`config.mk`:
```
export PLATFORM = sky130hd
export DESIGN_NAME = alu_ccr
export DESIGN_NICKNAME = d
export VERILOG_FILES = /design/src/rtl/alu_ccr_pkg.sv /design/src/rtl/alu_arith.sv /design/src/rtl/alu_bitops.sv /design/src/rtl/ccr_reg.sv /design/src/rtl/alu_ccr.sv
export SDC_FILE = /design/constraint.sdc
export NUM_CORES = 1
export LEC_CHECK = 0
export ABC_CLOCK_PERIOD_IN_PS = 3500
export BUFFER_PORTS_ARGS = -buffer_cell sky130_fd_sc_hd__clkbuf_2
export CORE_ASPECT_RATIO = 1.25
export CORE_MARGIN = 3
export CORE_UTILIZATION = 45
export CTS_CLUSTER_SIZE = 12
export DETAILED_ROUTE_END_ITERATION = 6
export MAX_ROUTING_LAYER = met4
export PLACE_DENSITY = 0.82
export RECOVER_POWER = 25
export SYNTH_ARGS = -nofsm -noshare
export SYNTH_HDL_FRONTEND = slang
export SYNTH_SLANG_ARGS = --single-unit
```
`constraint.sdc`:
```
create_clock -name clk -period 3.5 [get_ports clk]
set_clock_uncertainty 0.1 [all_clocks]
set_input_delay 0.175 -clock clk [delete_from_list [all_inputs] [get_ports clk]]
set_output_delay 0.175 -clock clk [all_outputs]
set_load 0.02 [all_outputs]
```
`src/rtl/alu_ccr_pkg.sv`:
```
package alu_ccr_pkg;
  typedef enum logic [3:0] {
    OP_ADD = 4'd0,  OP_SUB = 4'd1,  OP_INC = 4'd2,  OP_DEC = 4'd3,
    OP_AND = 4'd4,  OP_OR  = 4'd5,  OP_XOR = 4'd6,  OP_NOT = 4'd7,
    OP_SHL = 4'd8,  OP_SHR = 4'd9,  OP_ROL = 4'd10, OP_ROR = 4'd11,
    OP_SAL = 4'd12, OP_SAR = 4'd13, OP_RS0 = 4'd14, OP_RS1 = 4'd15
  } alu_op_e;

  localparam int CCR_W  = 8;
  localparam int BIT_C  = 0;
  localparam int BIT_V  = 1;
  localparam int BIT_Z  = 2;
  localparam int BIT_N  = 3;
  localparam int BIT_M0 = 4;
  localparam int BIT_H  = 5;
  localparam int BIT_M1 = 6;
  localparam int BIT_SD = 7;
  localparam logic [CCR_W-1:0] CCR_RST = 8'h50;
endpackage

```
`src/rtl/alu_arith.sv`:
```
module alu_arith import alu_ccr_pkg::*; #(
  parameter int W = 8
) (
  input  logic [W-1:0] a,
  input  logic [W-1:0] b,
  input  logic [3:0]   op,
  output logic [W-1:0] res,
  output logic         c_o,
  output logic         h_o,
  output logic         v_o,
  output logic         c_upd
);
  localparam logic [W-1:0] ONE = {{(W-1){1'b0}}, 1'b1};

  alu_op_e     opc;
  logic        is_sub;
  logic        is_step;
  logic [W-1:0] op2;
  logic [W-1:0] op2_eff;
  logic [W:0]   wide;
  logic [4:0]   nib;

  assign opc     = alu_op_e'(op);
  assign is_step = (opc == OP_INC) || (opc == OP_DEC);
  assign is_sub  = (opc == OP_SUB) || (opc == OP_DEC);
  assign op2     = is_step ? ONE : b;
  assign op2_eff = is_sub ? ~op2 : op2;

  always_comb begin
    if (is_sub) begin
      wide = {1'b0, a} - {1'b0, op2};
      nib  = {1'b0, a[3:0]} - {1'b0, op2[3:0]};
    end else begin
      wide = {1'b0, a} + {1'b0, op2};
      nib  = {1'b0, a[3:0]} + {1'b0, op2[3:0]};
    end
    res   = wide[W-1:0];
    c_o   = wide[W];
    h_o   = nib[4];
    v_o   = (a[W-1] == op2_eff[W-1]) && (wide[W-1] != a[W-1]);
    c_upd = !is_step;
  end
endmodule

```
`src/rtl/alu_bitops.sv`:
```
module alu_bitops import alu_ccr_pkg::*; #(
  parameter int W = 8
) (
  input  logic [W-1:0] a,
  input  logic [W-1:0] b,
  input  logic [3:0]   op,
  output logic [W-1:0] res,
  output logic         c_o,
  output logic         v_o,
  output logic         c_upd
);
  alu_op_e opc;
  assign opc = alu_op_e'(op);

  always_comb begin
    res   = a;
    c_o   = 1'b0;
    v_o   = 1'b0;
    c_upd = 1'b1;
    unique case (opc)
      OP_AND: begin res = a & b; c_upd = 1'b0; end
      OP_OR:  begin res = a | b; c_upd = 1'b0; end
      OP_XOR: begin res = a ^ b; c_upd = 1'b0; end
      OP_NOT: begin res = ~a;    c_upd = 1'b0; end
      OP_SHL, OP_SAL: begin
        res = {a[W-2:0], 1'b0};
        c_o = a[W-1];
        v_o = a[W-1] ^ a[W-2];
      end
      OP_SHR: begin res = {1'b0, a[W-1:1]};    c_o = a[0];   end
      OP_SAR: begin res = {a[W-1], a[W-1:1]};  c_o = a[0];   end
      OP_ROL: begin res = {a[W-2:0], a[W-1]};  c_o = a[W-1]; end
      OP_ROR: begin res = {a[0], a[W-1:1]};    c_o = a[0];   end
      default: begin res = a; c_upd = 1'b0; end
    endcase
  end
endmodule

```
`src/rtl/ccr_reg.sv`:
```
module ccr_reg import alu_ccr_pkg::*; (
  input  logic             clk,
  input  logic             rst,
  input  logic             st_we,
  input  logic             c_i,
  input  logic             v_i,
  input  logic             z_i,
  input  logic             n_i,
  input  logic             h_i,
  input  logic             ctl_we,
  input  logic [2:0]       ctl_din,
  output logic [CCR_W-1:0] q
);
  always_ff @(posedge clk) begin
    if (rst) begin
      q <= CCR_RST;
    end else begin
      if (st_we) begin
        q[BIT_C] <= c_i;
        q[BIT_V] <= v_i;
        q[BIT_Z] <= z_i;
        q[BIT_N] <= n_i;
        q[BIT_H] <= h_i;
      end
      if (ctl_we) begin
        q[BIT_SD] <= ctl_din[2];
        q[BIT_M1] <= ctl_din[1];
        q[BIT_M0] <= ctl_din[0];
      end
    end
  end

  logic [4:0] st_view;
  logic [2:0] ctl_view;
  assign st_view  = {q[BIT_H], q[BIT_N], q[BIT_Z], q[BIT_V], q[BIT_C]};
  assign ctl_view = {q[BIT_SD], q[BIT_M1], q[BIT_M0]};


  status_hold_chk: assert property (@(posedge clk) disable iff (rst)
    !st_we |=> $stable(st_view));

  ctl_hold_chk: assert property (@(posedge clk) disable iff (rst)
    !ctl_we |=> $stable(ctl_view));

  ctl_load_chk: assert property (@(posedge clk) disable iff (rst)
    ctl_we |=> ctl_view == $past(ctl_din));

  reset_value_chk: assert property (@(posedge clk)
    rst |=> q == CCR_RST);
endmodule

```
`src/rtl/alu_ccr.sv`:
```
module alu_ccr import alu_ccr_pkg::*; #(
  parameter int W = 8
) (
  input  logic             clk,
  input  logic             rst,
  input  logic [W-1:0]     opnd_a,
  input  logic [W-1:0]     opnd_b,
  input  logic [3:0]       op_sel,
  input  logic             flag_we,
  input  logic             ctl_we,
  input  logic [2:0]       ctl_din,
  output logic [W-1:0]     result,
  output logic [CCR_W-1:0] ccr
);
  localparam logic [3:0] LAST_ARITH = 4'(OP_DEC);
  localparam logic [3:0] LAST_VALID = 4'(OP_SAR);

  logic [W-1:0] ar_res, bo_res;
  logic ar_c, ar_h, ar_v, ar_cu;
  logic bo_c, bo_v, bo_cu;
  logic sel_arith, op_valid;
  logic c_n, h_n, v_n;

  alu_arith #(.W(W)) u_arith (
    .a(opnd_a), .b(opnd_b), .op(op_sel),
    .res(ar_res), .c_o(ar_c), .h_o(ar_h), .v_o(ar_v), .c_upd(ar_cu)
  );

  alu_bitops #(.W(W)) u_bitops (
    .a(opnd_a), .b(opnd_b), .op(op_sel),
    .res(bo_res), .c_o(bo_c), .v_o(bo_v), .c_upd(bo_cu)
  );

  assign sel_arith = (op_sel <= LAST_ARITH);
  assign op_valid  = (op_sel <= LAST_VALID);

  always_comb begin
    if (!op_valid)      result = opnd_a;
    else if (sel_arith) result = ar_res;
    else                result = bo_res;
  end

  always_comb begin
    if (sel_arith) begin
      c_n = ar_cu ? ar_c : ccr[BIT_C];
      h_n = ar_h;
      v_n = ar_v;
    end else begin
      c_n = bo_cu ? bo_c : ccr[BIT_C];
      h_n = ccr[BIT_H];
      v_n = bo_v;
    end
  end

  ccr_reg u_ccr (
    .clk(clk), .rst(rst),
    .st_we(flag_we && op_valid),
    .c_i(c_n), .v_i(v_n), .z_i(result == '0), .n_i(result[W-1]), .h_i(h_n),
    .ctl_we(ctl_we), .ctl_din(ctl_din),
    .q(ccr)
  );


  zero_flag_chk: assert property (@(posedge clk) disable iff (rst)
    (flag_we && op_sel <= LAST_VALID) |=> ccr[BIT_Z] == ($past(result) == '0));

  sign_flag_chk: assert property (@(posedge clk) disable iff (rst)
    (flag_we && op_sel <= LAST_VALID) |=> ccr[BIT_N] == $past(result[W-1]));

  reserved_pass_chk: assert property (@(posedge clk) disable iff (rst)
    (op_sel > LAST_VALID) |-> result == opnd_a);

  reserved_keep_chk: assert property (@(posedge clk) disable iff (rst)
    (op_sel > LAST_VALID && !ctl_we) |=> ccr == $past(ccr));
endmodule

```
==> flow_metrics.tcl, run 1 <==
set metrics [dict create \
    status "finished clean" \
    synth_ff_type "dfxtp_1" \
    grt_pass1_vias 2102 \
    die_w_um 64.55 \
    synthesis.area_um2 1928 \
    max_freq_ghz 0.3151 \
    ff2ff_path_depth 3 \
    die_area_um2 5111 \
    antenna_found_initial 0 \
    worst_r2r_endpoint "u_ccr.q[0]$_SDFFE_PP0P_" \
    first_pass_iters 4 \
    clockBufferDepth 2 \
    avgSynthCellArea_um2 6.986 \
    die_h_um 79.19 \
    overflow 0 \
    largest_reg_flops 8 \
    cap_violations 0 \
    synthTopCellsByArea "ha_1, dfxtp_1, a21oi_1" \
    peakVddDrop_mv 0.1195 \
    yosysTopAreaCell "ha_1" \
    drive_above_1_share 0.2167 \
    period_share 0.9069 \
    viasPerCell 5.894 \
    coreArea_um2 4099 \
    largest_registers "u_ccr.q x8" \
    ys_seq_area_frac 0.08306 \
    path_class "input pin to primary output" \
    wire_per_inst_um 16.05 \
    tightest_slew_ns 0.5853 \
    reg2reg_from "u_ccr.q[0]$_SDFFE_PP0P_" \
    grt_pass1_wl_mm 9.922 \
    synth_edf_count 0 \
    synthArstFlopShare 0 \
    hold_class "input pin to register" \
    pwr_density_cell_nw_per_um2 252.2 \
    critical_path.endpoint_type "primary output" \
    postCtsResizedCells 0 \
    worstHoldStart "ctl_din[1]" \
    p_leak_uw 0.001092 \
    grt_max_degree 30 \
    most-common-layout-cells "clkbuf_2, nor2_1, nand2_1, ha_1" \
    finalSetupViolations 0 \
    postSynthCellCount 276 \
    nNetsFinal 378 \
    crit_chain "clkbuf_2, or2_2, nor2_1, nor2_2, xor2_1, ha_1, buf_4, nand2b_1, o2bb2ai_1, o21bai_1, a21oi_1, xor2_1, a32oi_1, clkbuf_2" \
    wl_mm 6.083 \
    min_period_ns 3.174 \
    num_rows 26 \
    cts_tree "built" \
    cp_data_required_time_ns 3.22 \
    diodes 0 \
    initial_core_util 0.4704 \
    nFillCells 419 \
    cp.arrival_ns 2.90 \
    cts.sinks 8 \
    rsz0062_at_grt "false" \
    drt_iter0_drc 120 \
    fin_cells 379 \
    critical_path_buf_inv_count 3 \
    min_path_cells 2 \
    min_to "u_ccr.q[6]$_SDFFE_PP1P_" \
    cts_hold_buf 0 \
    grt_usage 0.2480 \
    ys_types 58 \
    maxSlewViolCount 0 \
    critPathSlowestCell "nor2_1" \
    ys_warn_count 0 \
    critPathLaunchType "input pin" \
    top_register "u_ccr.q" \
    clk_latency_ns 0.22 \
    post_cts_buffers 0 \
    whs_ns 0.06343 \
    dpl.cell_count 376 \
    finalSetupTns_ns 0 \
    clk_pin_slew_ns 0.04 \
    drc_errors 0 \
    cp_max_fo 3 \
    io_buffers 42 \
    numCtsBuffers 3 \
    ant_nets 0 \
    maxSlewHeadroom 0.6089 \
    r2r_slack_ns 2.52 \
    hold_violations 0 \
    syn_nets 329 \
    slowest_delay_ns 0.33 \
    ctsRootBufferMaster "clkbuf_8" \
    gp_congestion 1.104 \
    power.total_uw 576.8 \
    ys_seq_elements 8 \
    hpwl_mm 4.729 \
    pin_count 43 \
    cp_top_family "compound AO/OA/AOI/OAI gates" \
    syn2layout_area_growth_pct 18.62 \
    htree_levels 1 \
    final_common_cell "clkbuf_2" \
    yosysTopAreaCellShare 0.1622 \
    num_vias 2234 \
]
Yosys cell counts, drive strengths merged (3+ instances only):
library cell and number:
ha 25, nand2 27, o21ai 21, nand3 5, nor3 4, mux2i 6
clkbuf 4, o31ai 6, o22ai 7, nand2b 3, xor2 4, a32oi 3
nor2 29, buf 14, nand3b 3, a21oi 22, xnor2 6, and2 3
nor2b 7, a31oi 6, inv 22, dfxtp 8
routing by layer:
layer  part of all wire  up-vias  GRT usage  routed length, µm
li1                   -     1099          -                  -
met1               0.40     1023     0.2872               2461
met2               0.50       90     0.4236               3058
met3              0.044       22    0.01839                266
met4              0.049        0     0.1353                297
met5                  0        -          -                  0
metrics by stage:
step                        util  cell area [µm²]  setup WS [ns]
after floorplan                -             1979        0.03204
after global placement    0.5488             2250         0.1981
after detailed placement  0.5488             2250         0.1366
after CTS                 0.5589             2291         0.3244
after global routing      0.5580             2287        0.07437
final                     0.5580             2287         0.3260
cell families (layout without fill, tap and decap cells):
group / after synthesis / count (layout) / share of synthesized area
compound gates: 95 / 95 / 0.3271
simple gates: 91 / 91 / 0.2284
buf+inv: 40 / 87 / 0.1123
fa+ha+maj: 26 / 26 / 0.1726
xor+xnor: 10 / 10 / 0.04542
flops: 8 / 8 / 0.08306
mux: 6 / 6 / 0.03115
layout make-up:
| type | count | area, µm² | share of cell area |
|---|---|---|---|
| Clock buffer | 3 | 41.29 | 0.01805 |
| Inverter | 22 | 82.58 | 0.03611 |
| Multi-Input combinational cell | 228 | 1577 | 0.6893 |
| Sequential cell | 8 | 160.2 | 0.07002 |
| Tap cell | 56 | 70.07 | 0.03063 |
| Timing Repair Buffer | 62 | 356.6 | 0.1559 |
where the power goes:
part	internal, µW	total [µW]	switching, µW
sequential	97.2	99.8	2.59
combinational	154	369	215
clock	74.3	108	33.9
total	325	577	251
worst register-to-register path: stages, from the launching register on:
cell and delay, ns:
dfxtp_1 0.32, a21oi_1 0.05, a311o_1 0.31, a31oi_1 0.13
worst max path at each step:
stage / start / to / slack (ns) / cells past startpoint
floorplan: op_sel[3] / u_ccr.q[2]$_SDFFE_PP0P_ / 0.03 / 19
global placement: op_sel[2] / u_ccr.q[2]$_SDFFE_PP0P_ / 0.20 / 15
detailed placement: op_sel[3] / u_ccr.q[2]$_SDFFE_PP0P_ / 0.14 / 17
CTS: op_sel[2] / result[6] / 0.32 / 14
global route: op_sel[3] / result[6] / 0.07 / 17
finish: op_sel[2] / result[6] / 0.33 / 14
Power figures use the tool's default switching activity.
==> run 2: changes to the inputs <==
CTS_BUF_LIST = sky130_fd_sc_hd__clkbuf_16   (was unset)
CTS_CLUSTER_SIZE = unset   (was 12)
==> run 2 against run 1 <==
Global-route usage rose by 0.32 points. Flip-flop and latch count is the same. Die area stayed put. Sequential share of layout area down 0.10 points. Wire length fell by 0.12%. Via count is essentially flat. Hold slack lost 0.0041 ns. Cell count unchanged. Combinational power barely moved.
==> flow_metrics.tcl, run 2 (same netlist as run 1, synthesis figures left out) <==
set metrics [dict create \
    status "finished clean" \
    hpwl_mm 4.729 \
    cts.sinks 8 \
    cp_data_required_time_ns 3.22 \
    num_vias 2233 \
    period_share 0.9041 \
    pwr_density_cell_nw_per_um2 284.5 \
    wire_per_inst_um 16.03 \
    clockBufferDepth 2 \
    multi_input_area_um2 1577 \
    wl_mm 6.076 \
    largest_reg_flops 8 \
    io_buffers 42 \
    setup_ws_ns 0.3357 \
    seq_area_um2 160.2 \
    viasPerCell 5.892 \
    initial_core_util 0.4704 \
    grt_pass1_vias 2104 \
    first_pass_iters 4 \
    overflow 0 \
    tightest_slew_ns 0.5793 \
    ctsRootBufferMaster "clkbuf_16" \
    pin_count 43 \
    whs_ns 0.05931 \
    p_leak_uw 0.001107 \
    critPathLaunchType "input pin" \
    drt_iter0_drc 121 \
    antenna_found_initial 0 \
    cts_hold_buf 0 \
    grt_max_degree 30 \
    dpl_cell_area_um2 2250 \
    finalSetupViolations 0 \
    post_cts_buffers 0 \
    htree_levels 1 \
    most-common-layout-cells "clkbuf_2, nor2_1, nand2_1, ha_1" \
    top_register "u_ccr.q" \
    rsz0062_at_grt "false" \
    die_h_um 79.19 \
    peakVddDrop_mv 0.1531 \
    numCtsBuffers 3 \
    cp.arrival_ns 2.89 \
    min_period_ns 3.164 \
    syn2layout_area_growth_pct 20.38 \
    diodes 0 \
    clk_pin_slew_ns 0.04 \
    finalSetupTns_ns 0 \
    hold_violations 0 \
    die_area_um2 5111 \
    coreArea_um2 4099 \
    design_area_um2 2321 \
    ant_nets 0 \
    num_rows 26 \
    grt_pass1_wl_mm 9.984 \
    clk_latency_ns 0.23 \
    die_w_um 64.55 \
    postCtsResizedCells 0 \
    power.total_uw 660.4 \
    cp_max_fo 3 \
    dp_slack_ns 0.1366 \
    gp_congestion 1.104 \
    maxSlewViolCount 0 \
    nNetsFinal 378 \
    drive_above_1_share 0.2167 \
    cap_violations 0 \
    drc_errors 0 \
    cts_tree "built" \
    final_common_cell "clkbuf_2" \
    grt_usage 0.2513 \
    largest_registers "u_ccr.q x8" \
    hold_class "input pin to register" \
    path_class "input pin to primary output" \
    maxSlewHeadroom 0.6129 \
    max_freq_ghz 0.3160 \
    nFillCells 416 \
    critical_path.endpoint_type "primary output" \
]
-- run 2: layout make-up --
type | instances | area share
Inverter | 22 | 0.03558
Clock buffer | 3 | 0.03234
Tap cell | 56 | 0.03019
Sequential cell | 8 | 0.06900
Multi-Input combinational cell | 228 | 0.6792
Timing Repair Buffer | 62 | 0.1536
-- run 2: critical path, cell delays in order --
cell       delay [ns]
clkbuf_2         0.11
or2_2            0.31
nor2_1           0.32
nor2_2           0.08
xor2_1           0.17
ha_1             0.29
buf_4            0.15
nand2b_1         0.07
o2bb2ai_1        0.19
o21bai_1         0.12
a21oi_1          0.23
xor2_1           0.11
a32oi_1          0.31
clkbuf_2         0.24
-- run 2: power breakdown --
| part | total, µW | internal [µW] | switching, µW |
|---|---|---|---|
| Combinational | 369 | 154 | 215 |
| Clock | 192 | 147 | 44.7 |
| Sequential | 99.9 | 97.3 | 2.64 |
-- run 2: final timing paths --
kind	start	endpoint	slack [ns]	cells past startpoint
worst max register to register	u_ccr.q[0]$_SDFFE_PP0P_	u_ccr.q[0]$_SDFFE_PP0P_	2.51	3
worst min register to register	u_ccr.q[3]$_SDFFE_PP0P_	u_ccr.q[3]$_SDFFE_PP0P_	0.38	2
worst min-delay path	ctl_din[0]	u_ccr.q[4]$_SDFFE_PP1P_	0.06	2
worst max-delay path	op_sel[2]	result[6]	0.34	14
-- run 2: layer usage --
layer	vias to the layer above	wire, µm	global-route usage
li1	1098	-	-
met1	1036	2480	0.2886
met2	78	3073	0.4267
met3	21	245	0.01839
met4	0	275	0.1480
met5	-	0	-
-- run 2: per-stage QoR --
step / utilization / std cells
final: 0.5662 / 379
after global routing: 0.5662 / 379
after CTS: 0.5672 / 379
after detailed placement: 0.5488 / 376
after global placement: 0.5488 / 376
after floorplan: - / 276
